<file path="config.mk">
export PLATFORM = sky130hd
export DESIGN_NAME = tps_switch_seq
export DESIGN_NICKNAME = d
export VERILOG_FILES = /design/src/rtl/tps_pkg.sv /design/src/rtl/tps_cfg_latch.sv /design/src/rtl/tps_phase_fsm.sv /design/src/rtl/tps_drive_map.sv /design/src/rtl/tps_switch_seq.sv
export SDC_FILE = /design/constraint.sdc
export NUM_CORES = 1
export LEC_CHECK = 0
export BUFFER_PORTS_ARGS = -buffer_cell sky130_fd_sc_hd__buf_2
export CAP_MARGIN = 20
export CORE_AREA = 2 2 39 41
export CTS_CLUSTER_SIZE = 10
export DETAILED_ROUTE_END_ITERATION = 12
export DIE_AREA = 0 0 41 43
export HOLD_SLACK_MARGIN = 0.08
export SYNTH_ARGS = -nofsm -noshare
export SYNTH_HDL_FRONTEND = slang
export SYNTH_SLANG_ARGS = --single-unit
</file>
<file path="constraint.sdc">
create_clock -name clk -period 1.2 [get_ports clk]
set_input_delay 0.12 -clock clk [delete_from_list [all_inputs] [get_ports clk]]
set_output_delay 0.12 -clock clk [all_outputs]
set_load 0.02 [all_outputs]
</file>
<file path="src/rtl/tps_pkg.sv">
package tps_pkg;

  localparam int TPS_ADDR_W = 3;
  localparam int TPS_PD_W   = 2;

  typedef enum logic [1:0] {
    PH_IDLE = 2'd0,
    PH_ACQ  = 2'd1,
    PH_CONV = 2'd2,
    PH_HOLD = 2'd3
  } phase_e;

  typedef struct packed {
    logic [TPS_ADDR_W-1:0] chan;
    logic                  se;
    logic [TPS_PD_W-1:0]   pd;
  } frame_cfg_t;

  // Plate excitation wanted in a given phase for a given mode.
  function automatic logic plate_wanted(input phase_e ph, input logic se);
    case (ph)
      PH_ACQ:  plate_wanted = 1'b1;
      PH_CONV: plate_wanted = ~se;
      PH_HOLD: plate_wanted = 1'b1;
      default: plate_wanted = 1'b0;
    endcase
  endfunction

  // Hold after conversion: only ratiometric with the hold code.
  function automatic logic hold_after_conv(input frame_cfg_t c,
                                           input logic [TPS_PD_W-1:0] hold_code);
    hold_after_conv = (c.pd == hold_code) && !c.se;
  endfunction

  // Y- pull closes after conversion for every non-hold code.
  function automatic logic pull_after_conv(input frame_cfg_t c,
                                           input logic [TPS_PD_W-1:0] hold_code);
    pull_after_conv = (c.pd != hold_code);
  endfunction

endpackage

</file>
<file path="src/rtl/tps_cfg_latch.sv">
module tps_cfg_latch
  import tps_pkg::*;
(
  input  logic       clk,
  input  logic       rst_n,
  input  logic       capture,
  input  frame_cfg_t cfg_in,
  output frame_cfg_t cfg_q,
  output logic       cfg_diff
);

  always_ff @(posedge clk or negedge rst_n) begin
    if (!rst_n)       cfg_q <= '0;
    else if (capture) cfg_q <= cfg_in;
  end

  assign cfg_diff = (cfg_in != cfg_q);

endmodule

</file>
<file path="src/rtl/tps_phase_fsm.sv">
module tps_phase_fsm
  import tps_pkg::*;
#(
  parameter logic [TPS_PD_W-1:0] PD_HOLD = 2'b11
) (
  input  logic       clk,
  input  logic       rst_n,
  input  logic       ev_deselect,
  input  logic       ev_acq,
  input  logic       ev_conv_start,
  input  logic       ev_conv_end,
  input  logic       ev_release,
  input  frame_cfg_t cfg_q,
  output phase_e     phase_q,
  output logic       yneg_q
);

  phase_e phase_d;
  logic   yneg_d;

  always_comb begin
    phase_d = phase_q;
    yneg_d  = yneg_q;
    if (ev_deselect) begin
      phase_d = PH_IDLE;
    end else if (ev_acq) begin
      phase_d = PH_ACQ;
      yneg_d  = 1'b0;
    end else if (ev_conv_start) begin
      phase_d = PH_CONV;
      yneg_d  = 1'b0;
    end else if (ev_conv_end) begin
      phase_d = hold_after_conv(cfg_q, PD_HOLD) ? PH_HOLD : PH_IDLE;
      yneg_d  = pull_after_conv(cfg_q, PD_HOLD);
    end else if (ev_release) begin
      phase_d = PH_IDLE;
    end
  end

  always_ff @(posedge clk or negedge rst_n) begin
    if (!rst_n) begin
      phase_q <= PH_IDLE;
      yneg_q  <= 1'b0;
    end else begin
      phase_q <= phase_d;
      yneg_q  <= yneg_d;
    end
  end

endmodule

</file>
<file path="src/rtl/tps_drive_map.sv">
module tps_drive_map
  import tps_pkg::*;
#(
  parameter logic [TPS_ADDR_W-1:0] X_CH_ADDR = 3'b101,
  parameter logic [TPS_ADDR_W-1:0] Y_CH_ADDR = 3'b001
) (
  input  phase_e     phase_q,
  input  frame_cfg_t cfg_q,
  output logic       x_en,
  output logic       y_en
);

  logic excite;

  assign excite = plate_wanted(phase_q, cfg_q.se);
  assign x_en   = excite && (cfg_q.chan == X_CH_ADDR);
  assign y_en   = excite && (cfg_q.chan == Y_CH_ADDR);

endmodule

</file>
<file path="src/rtl/tps_switch_seq.sv">
module tps_switch_seq
  import tps_pkg::*;
#(
  parameter logic [TPS_ADDR_W-1:0] X_CH_ADDR = 3'b101,
  parameter logic [TPS_ADDR_W-1:0] Y_CH_ADDR = 3'b001,
  parameter logic [TPS_PD_W-1:0]   PD_HOLD   = 2'b11
) (
  input  logic                  clk,
  input  logic                  rst_n,
  input  logic                  cs_n,
  input  logic [TPS_ADDR_W-1:0] chan_sel,
  input  logic                  single_ended,
  input  logic [TPS_PD_W-1:0]   pd_mode,
  input  logic                  acq_phase,
  input  logic                  conv_start,
  input  logic                  conv_end,
  output logic                  x_drv_en,
  output logic                  y_drv_en,
  output logic                  yneg_sw_en
);

  frame_cfg_t cfg_in;
  frame_cfg_t cfg_q;
  logic       cfg_diff;
  phase_e     phase_q;

  // Named internal events, in priority order.
  logic ev_deselect, ev_acq, ev_conv_start, ev_conv_end, ev_release;

  assign cfg_in = '{chan: chan_sel, se: single_ended, pd: pd_mode};

  assign ev_deselect   = cs_n;
  assign ev_acq        = !cs_n && acq_phase;
  assign ev_conv_start = !cs_n && !acq_phase && conv_start;
  assign ev_conv_end   = !cs_n && !acq_phase && !conv_start && conv_end
                         && (phase_q == PH_CONV);
  assign ev_release    = !cs_n && !acq_phase && !conv_start
                         && (phase_q == PH_HOLD) && cfg_diff;

  tps_cfg_latch u_cfg (
    .clk      (clk),
    .rst_n    (rst_n),
    .capture  (ev_acq || ev_conv_start),
    .cfg_in   (cfg_in),
    .cfg_q    (cfg_q),
    .cfg_diff (cfg_diff)
  );

  tps_phase_fsm #(.PD_HOLD(PD_HOLD)) u_fsm (
    .clk           (clk),
    .rst_n         (rst_n),
    .ev_deselect   (ev_deselect),
    .ev_acq        (ev_acq),
    .ev_conv_start (ev_conv_start),
    .ev_conv_end   (ev_conv_end),
    .ev_release    (ev_release),
    .cfg_q         (cfg_q),
    .phase_q       (phase_q),
    .yneg_q        (yneg_sw_en)
  );

  tps_drive_map #(.X_CH_ADDR(X_CH_ADDR), .Y_CH_ADDR(Y_CH_ADDR)) u_map (
    .phase_q (phase_q),
    .cfg_q   (cfg_q),
    .x_en    (x_drv_en),
    .y_en    (y_drv_en)
  );

endmodule

</file>
==> impl_metrics.xml <==
<?xml version="1.0" encoding="UTF-8"?>
<metrics>
  <group name="final_layout">
    <metric name="postLayoutCoreUtil" unit="%">55.79</metric>
    <metric name="layout_commonest_cell" unit="">nand2_1</metric>
    <metric name="n_antenna_cell" unit="">0</metric>
    <metric name="syn_to_final_growth" unit="%">52.35</metric>
    <metric name="num-fill-cells" unit="">132</metric>
    <metric name="final_cell_mix" unit="">17 x nand2_1, 12 x buf_2, 10 x buf_4</metric>
    <metric name="post_route_cells_drive_above_1_share" unit="%">43.68</metric>
    <metric name="final_cell_count_no_fill" unit="">103</metric>
    <metric name="num-nets-final" unit="">100</metric>
    <metric name="layout.cell_area.non_filler" unit="sq um">772.0</metric>
  </group>
  <group name="hold_path">
    <metric name="holdCritPathClass" unit="">input port to flip-flop</metric>
    <metric name="worst_hold_path.num_cells" unit="">3</metric>
    <metric name="whs_endpoint" unit="">u_cfg.cfg_q[4]$_DFFE_PN0P_</metric>
    <metric name="worstHoldStart" unit="">chan_sel[1]</metric>
  </group>
  <group name="synth">
    <metric name="syn-num-nets" unit="">69</metric>
    <metric name="post_synth_num_cell_types" unit="">21</metric>
    <metric name="yosys_warnings" unit="">0</metric>
    <metric name="synthesis.area" unit="sq um">506.7</metric>
    <metric name="proportion_of_synthesized_chip_area_in_sequential_cells" unit="%">44.44</metric>
    <metric name="syn-mean-instance-area" unit="sq um">8.890</metric>
    <metric name="synth_top_cell_by_area" unit="">dfrtp_1</metric>
    <metric name="synth.ff_latch_count" unit="">9</metric>
    <metric name="synth_area_leaders" unit="">dfrtp_1 44%, nand2_1 13%, xnor2_1 10%</metric>
    <metric name="synthCells" unit="">57</metric>
    <metric name="yosys.area.top_type_share" unit="%">44.44</metric>
  </group>
  <group name="route">
    <metric name="detail_route.wl_per_cell" unit="um">11.72</metric>
    <metric name="drt-vias-per-instance" unit="">4.816</metric>
    <metric name="wl" unit="mm">1.207</metric>
    <metric name="drt_iter0_markers" unit="">5</metric>
    <metric name="remaining_drc_errors" unit="">0</metric>
    <metric name="num_vias" unit="">496</metric>
    <metric name="ant_nets" unit="">0</metric>
    <metric name="firstDrtPassIters" unit="">4</metric>
  </group>
  <group name="critical_path">
    <metric name="crit-reg2reg-capture" unit="">u_fsm.phase_q[1]$_DFFE_PN0P_</metric>
    <metric name="cp_max_fo" unit="">2</metric>
    <metric name="worst_path_max_delay_cell" unit="">or3b_4</metric>
    <metric name="worstSetupPathDepth" unit="">5</metric>
    <metric name="worst_r2r_startpoint" unit="">u_fsm.phase_q[1]$_DFFE_PN0P_</metric>
    <metric name="crit_type" unit="">flip-flop to output port</metric>
    <metric name="cp_data_arrival_time" unit="ns">1.37</metric>
    <metric name="cp_top_family" unit="">simple AND/OR/NAND/NOR gates</metric>
    <metric name="cp_num_buf_inv" unit="">2</metric>
    <metric name="crit_path_cell_trace" unit="">inv_2 &gt; a21oi_2 &gt; or3b_4 &gt; nor2_4 &gt; buf_6</metric>
    <metric name="worst_path_largest_cell_delay" unit="ns">0.40</metric>
    <metric name="setup.reg_to_reg.worst_slack" unit="ns">-0.11</metric>
    <metric name="worstSetupEndpointType" unit="">output port</metric>
    <metric name="start_kind" unit="">flip-flop</metric>
    <metric name="ff2ff_path_depth" unit="">4</metric>
    <metric name="worst_ep_required_time" unit="ns">1.08</metric>
    <metric name="startpoint" unit="">u_cfg.cfg_q[2]$_DFFE_PN0P_</metric>
  </group>
  <group name="global_routing">
    <metric name="grt_util_met1" unit="%">20.67</metric>
    <metric name="grtUsageMet3" unit="%">3.141</metric>
    <metric name="grt_pass1_vias" unit="">519</metric>
    <metric name="maximum_number_of_pins_on_one_net_before_global_route_repair" unit="">10</metric>
    <metric name="globalRoute.busiestLayer" unit="">met2</metric>
    <metric name="use_met2" unit="%">30.00</metric>
    <metric name="grt_first_pass_wirelength" unit="mm">2.083</metric>
    <metric name="grt_use_total" unit="%">17.26</metric>
    <metric name="number_of_antenna_violations_at_the_first_check_in_global_routing" unit="">0</metric>
    <metric name="grt-ovfl-total" unit="">0</metric>
  </group>
  <group name="placement">
    <metric name="io_buffers" unit="">14</metric>
    <metric name="dpl-instance-area" unit="sq um">666.9</metric>
    <metric name="dp_hpwl" unit="um">901.1</metric>
    <metric name="placed_cells_incl_taps" unit="">94</metric>
    <metric name="gpl.final_weighted_congestion" unit="">0.7038</metric>
  </group>
  <group name="power_and_ir_drop">
    <metric name="power_density" unit="nW/um^2">1075</metric>
    <metric name="p_leak" unit="nW">0.3796</metric>
    <metric name="max-vdd-ir-drop" unit="uV">804.7</metric>
  </group>
  <group name="timing">
    <metric name="final.period_utilization" unit="%">124.4</metric>
    <metric name="finalHoldWorstSlack" unit="ns">0.08248</metric>
    <metric name="max_slew_margin" unit="%">82.79</metric>
    <metric name="tightest_pin_transition" unit="ns">0.2573</metric>
    <metric name="hold_viol_final" unit="">0</metric>
    <metric name="setup_viol_count_final" unit="">5</metric>
    <metric name="min_period" unit="ns">1.493</metric>
    <metric name="timing.final.ws_setup" unit="ns">-0.2927</metric>
    <metric name="grt_setup_unrepaired" unit="">true</metric>
    <metric name="timing_max_transition_violations_final" unit="">0</metric>
    <metric name="setup_total_negative_slack" unit="ns">-0.8075</metric>
    <metric name="fmaxAchievable" unit="MHz">669.9</metric>
    <metric name="finClkSkew" unit="ns">0.001983</metric>
  </group>
  <group name="die">
    <metric name="die_w" unit="um">41</metric>
    <metric name="placeableCoreArea" unit="sq um">1384</metric>
    <metric name="floorplan.die.height" unit="um">43</metric>
    <metric name="floorplan.io_pins" unit="">15</metric>
    <metric name="core.rowCount" unit="">14</metric>
    <metric name="die_area" unit="sq um">1763</metric>
    <metric name="start_util" unit="%">36.62</metric>
  </group>
  <group name="run_status">
    <metric name="failed_checks" unit="">negative setup slack</metric>
    <metric name="status" unit="">finished, violations left</metric>
  </group>
  <group name="clock_tree">
    <metric name="tritoncts_clock_tree" unit="">done</metric>
    <metric name="clock_latency" unit="ns">0.26</metric>
    <metric name="numCtsBuffers" unit="">3</metric>
    <metric name="cts-htree-levels" unit="">1</metric>
    <metric name="root_buffer" unit="">clkbuf_4</metric>
    <metric name="cts-root-to-sink-buffers" unit="">2</metric>
    <metric name="clock_tree_sinks" unit="">9</metric>
    <metric name="clock_transition_at_the_registers_of_the_reported_paths" unit="ns">0.06</metric>
  </group>
  <group name="flow_run">
    <metric name="drv.max_cap_violation_count" unit="">0</metric>
  </group>
</metrics>
[sequential cells by signal (all words and copies together) (netlist names)]
name and flops:
u_cfg.cfg_q 6, u_fsm.phase_q 2, u_fsm.yneg_q 1
[repair_timing]
item / in CTS / in global routing
gates resized for setup: 9 / 0
pin swaps: 9 / 2
hold buffers: 2 / 0
endpoints found under the hold margin: 10 / 0
buffers inserted: 5 / 1
setup endpoints to repair: 4 / 5
[power breakdown]
part	internal [mW]	leakage (nW)	switching (mW)	total [mW]
clock	0.128	0.0150	0.107	0.235
combinational	0.126	0.251	0.110	0.236
sequential	0.333	0.113	0.0262	0.359
total	0.588	0.380	0.242	0.830
[Yosys cell counts, drive strengths merged]
library cell / instances
nand2: 17
o21bai: 1
nor3: 1
a21oi: 1
nor2b: 1
o21ai: 2
nand2b: 1
xnor2: 6
a22o: 1
nand3b: 1
inv: 3
dfrtp: 9
or3: 1
mux2i: 1
nor2: 4
or3b: 1
nand4: 2
o221ai: 1
nand3: 2
o22a: 1
[worst register-to-register path: cells and delay by family (launching register included)]
| family | cells | cell delay, ns |
|---|---|---|
| AO/OA/AOI/OAI | 1 | 0.18 |
| buffers and inverters | 2 | 0.27 |
| flip-flops | 1 | 0.40 |
| AND/OR/NAND/NOR | 1 | 0.36 |
[cells by family after synthesis]
| group | count (synthesis) | synth area share [%] |
|---|---|---|
| xor+xnor | 6 | 10.37 |
| mux | 1 | 1.975 |
| buf+inv | 3 | 2.222 |
| flops | 9 | 44.45 |
| compound gates | 7 | 10.86 |
| simple gates | 31 | 30.13 |
[per-layer routing]
metal  up-vias  wire length (um)
met4         0                14
met1       222               517
met2        20               612
li1        252                 -
met3         2                63
met5         -                 0
[worst max-delay path by stage]
stage / end / slack (ns)
6_report: x_drv_en / -0.29
5_1_grt: x_drv_en / -0.34
4_1_cts: x_drv_en / -0.31
3_5_place_dp: x_drv_en / -0.08
3_3_place_gp: x_drv_en / -0.06
2_1_floorplan: x_drv_en / 0.004
[stage by stage]
stage | power (mW) | worst slack [ns]
global placement | 0.5546 | -0.05536
CTS | 0.8276 | -0.3103
finish | 0.8300 | -0.2927
floorplan | 0.4652 | 0.004463
global route | 0.8839 | -0.3426
detailed placement | 0.5593 | -0.07813
[cell type report]
class,count,area (sq um),area share (%)
multi-input cells,45,311.5,40.36
flip-flops and latches,9,225.2,29.17
well taps,16,20.02,2.593
inverters,3,11.26,1.459
clock buffers,4,26.28,3.404
repair buffers,26,177.7,23.01
(Power assumes the default switching activity.)
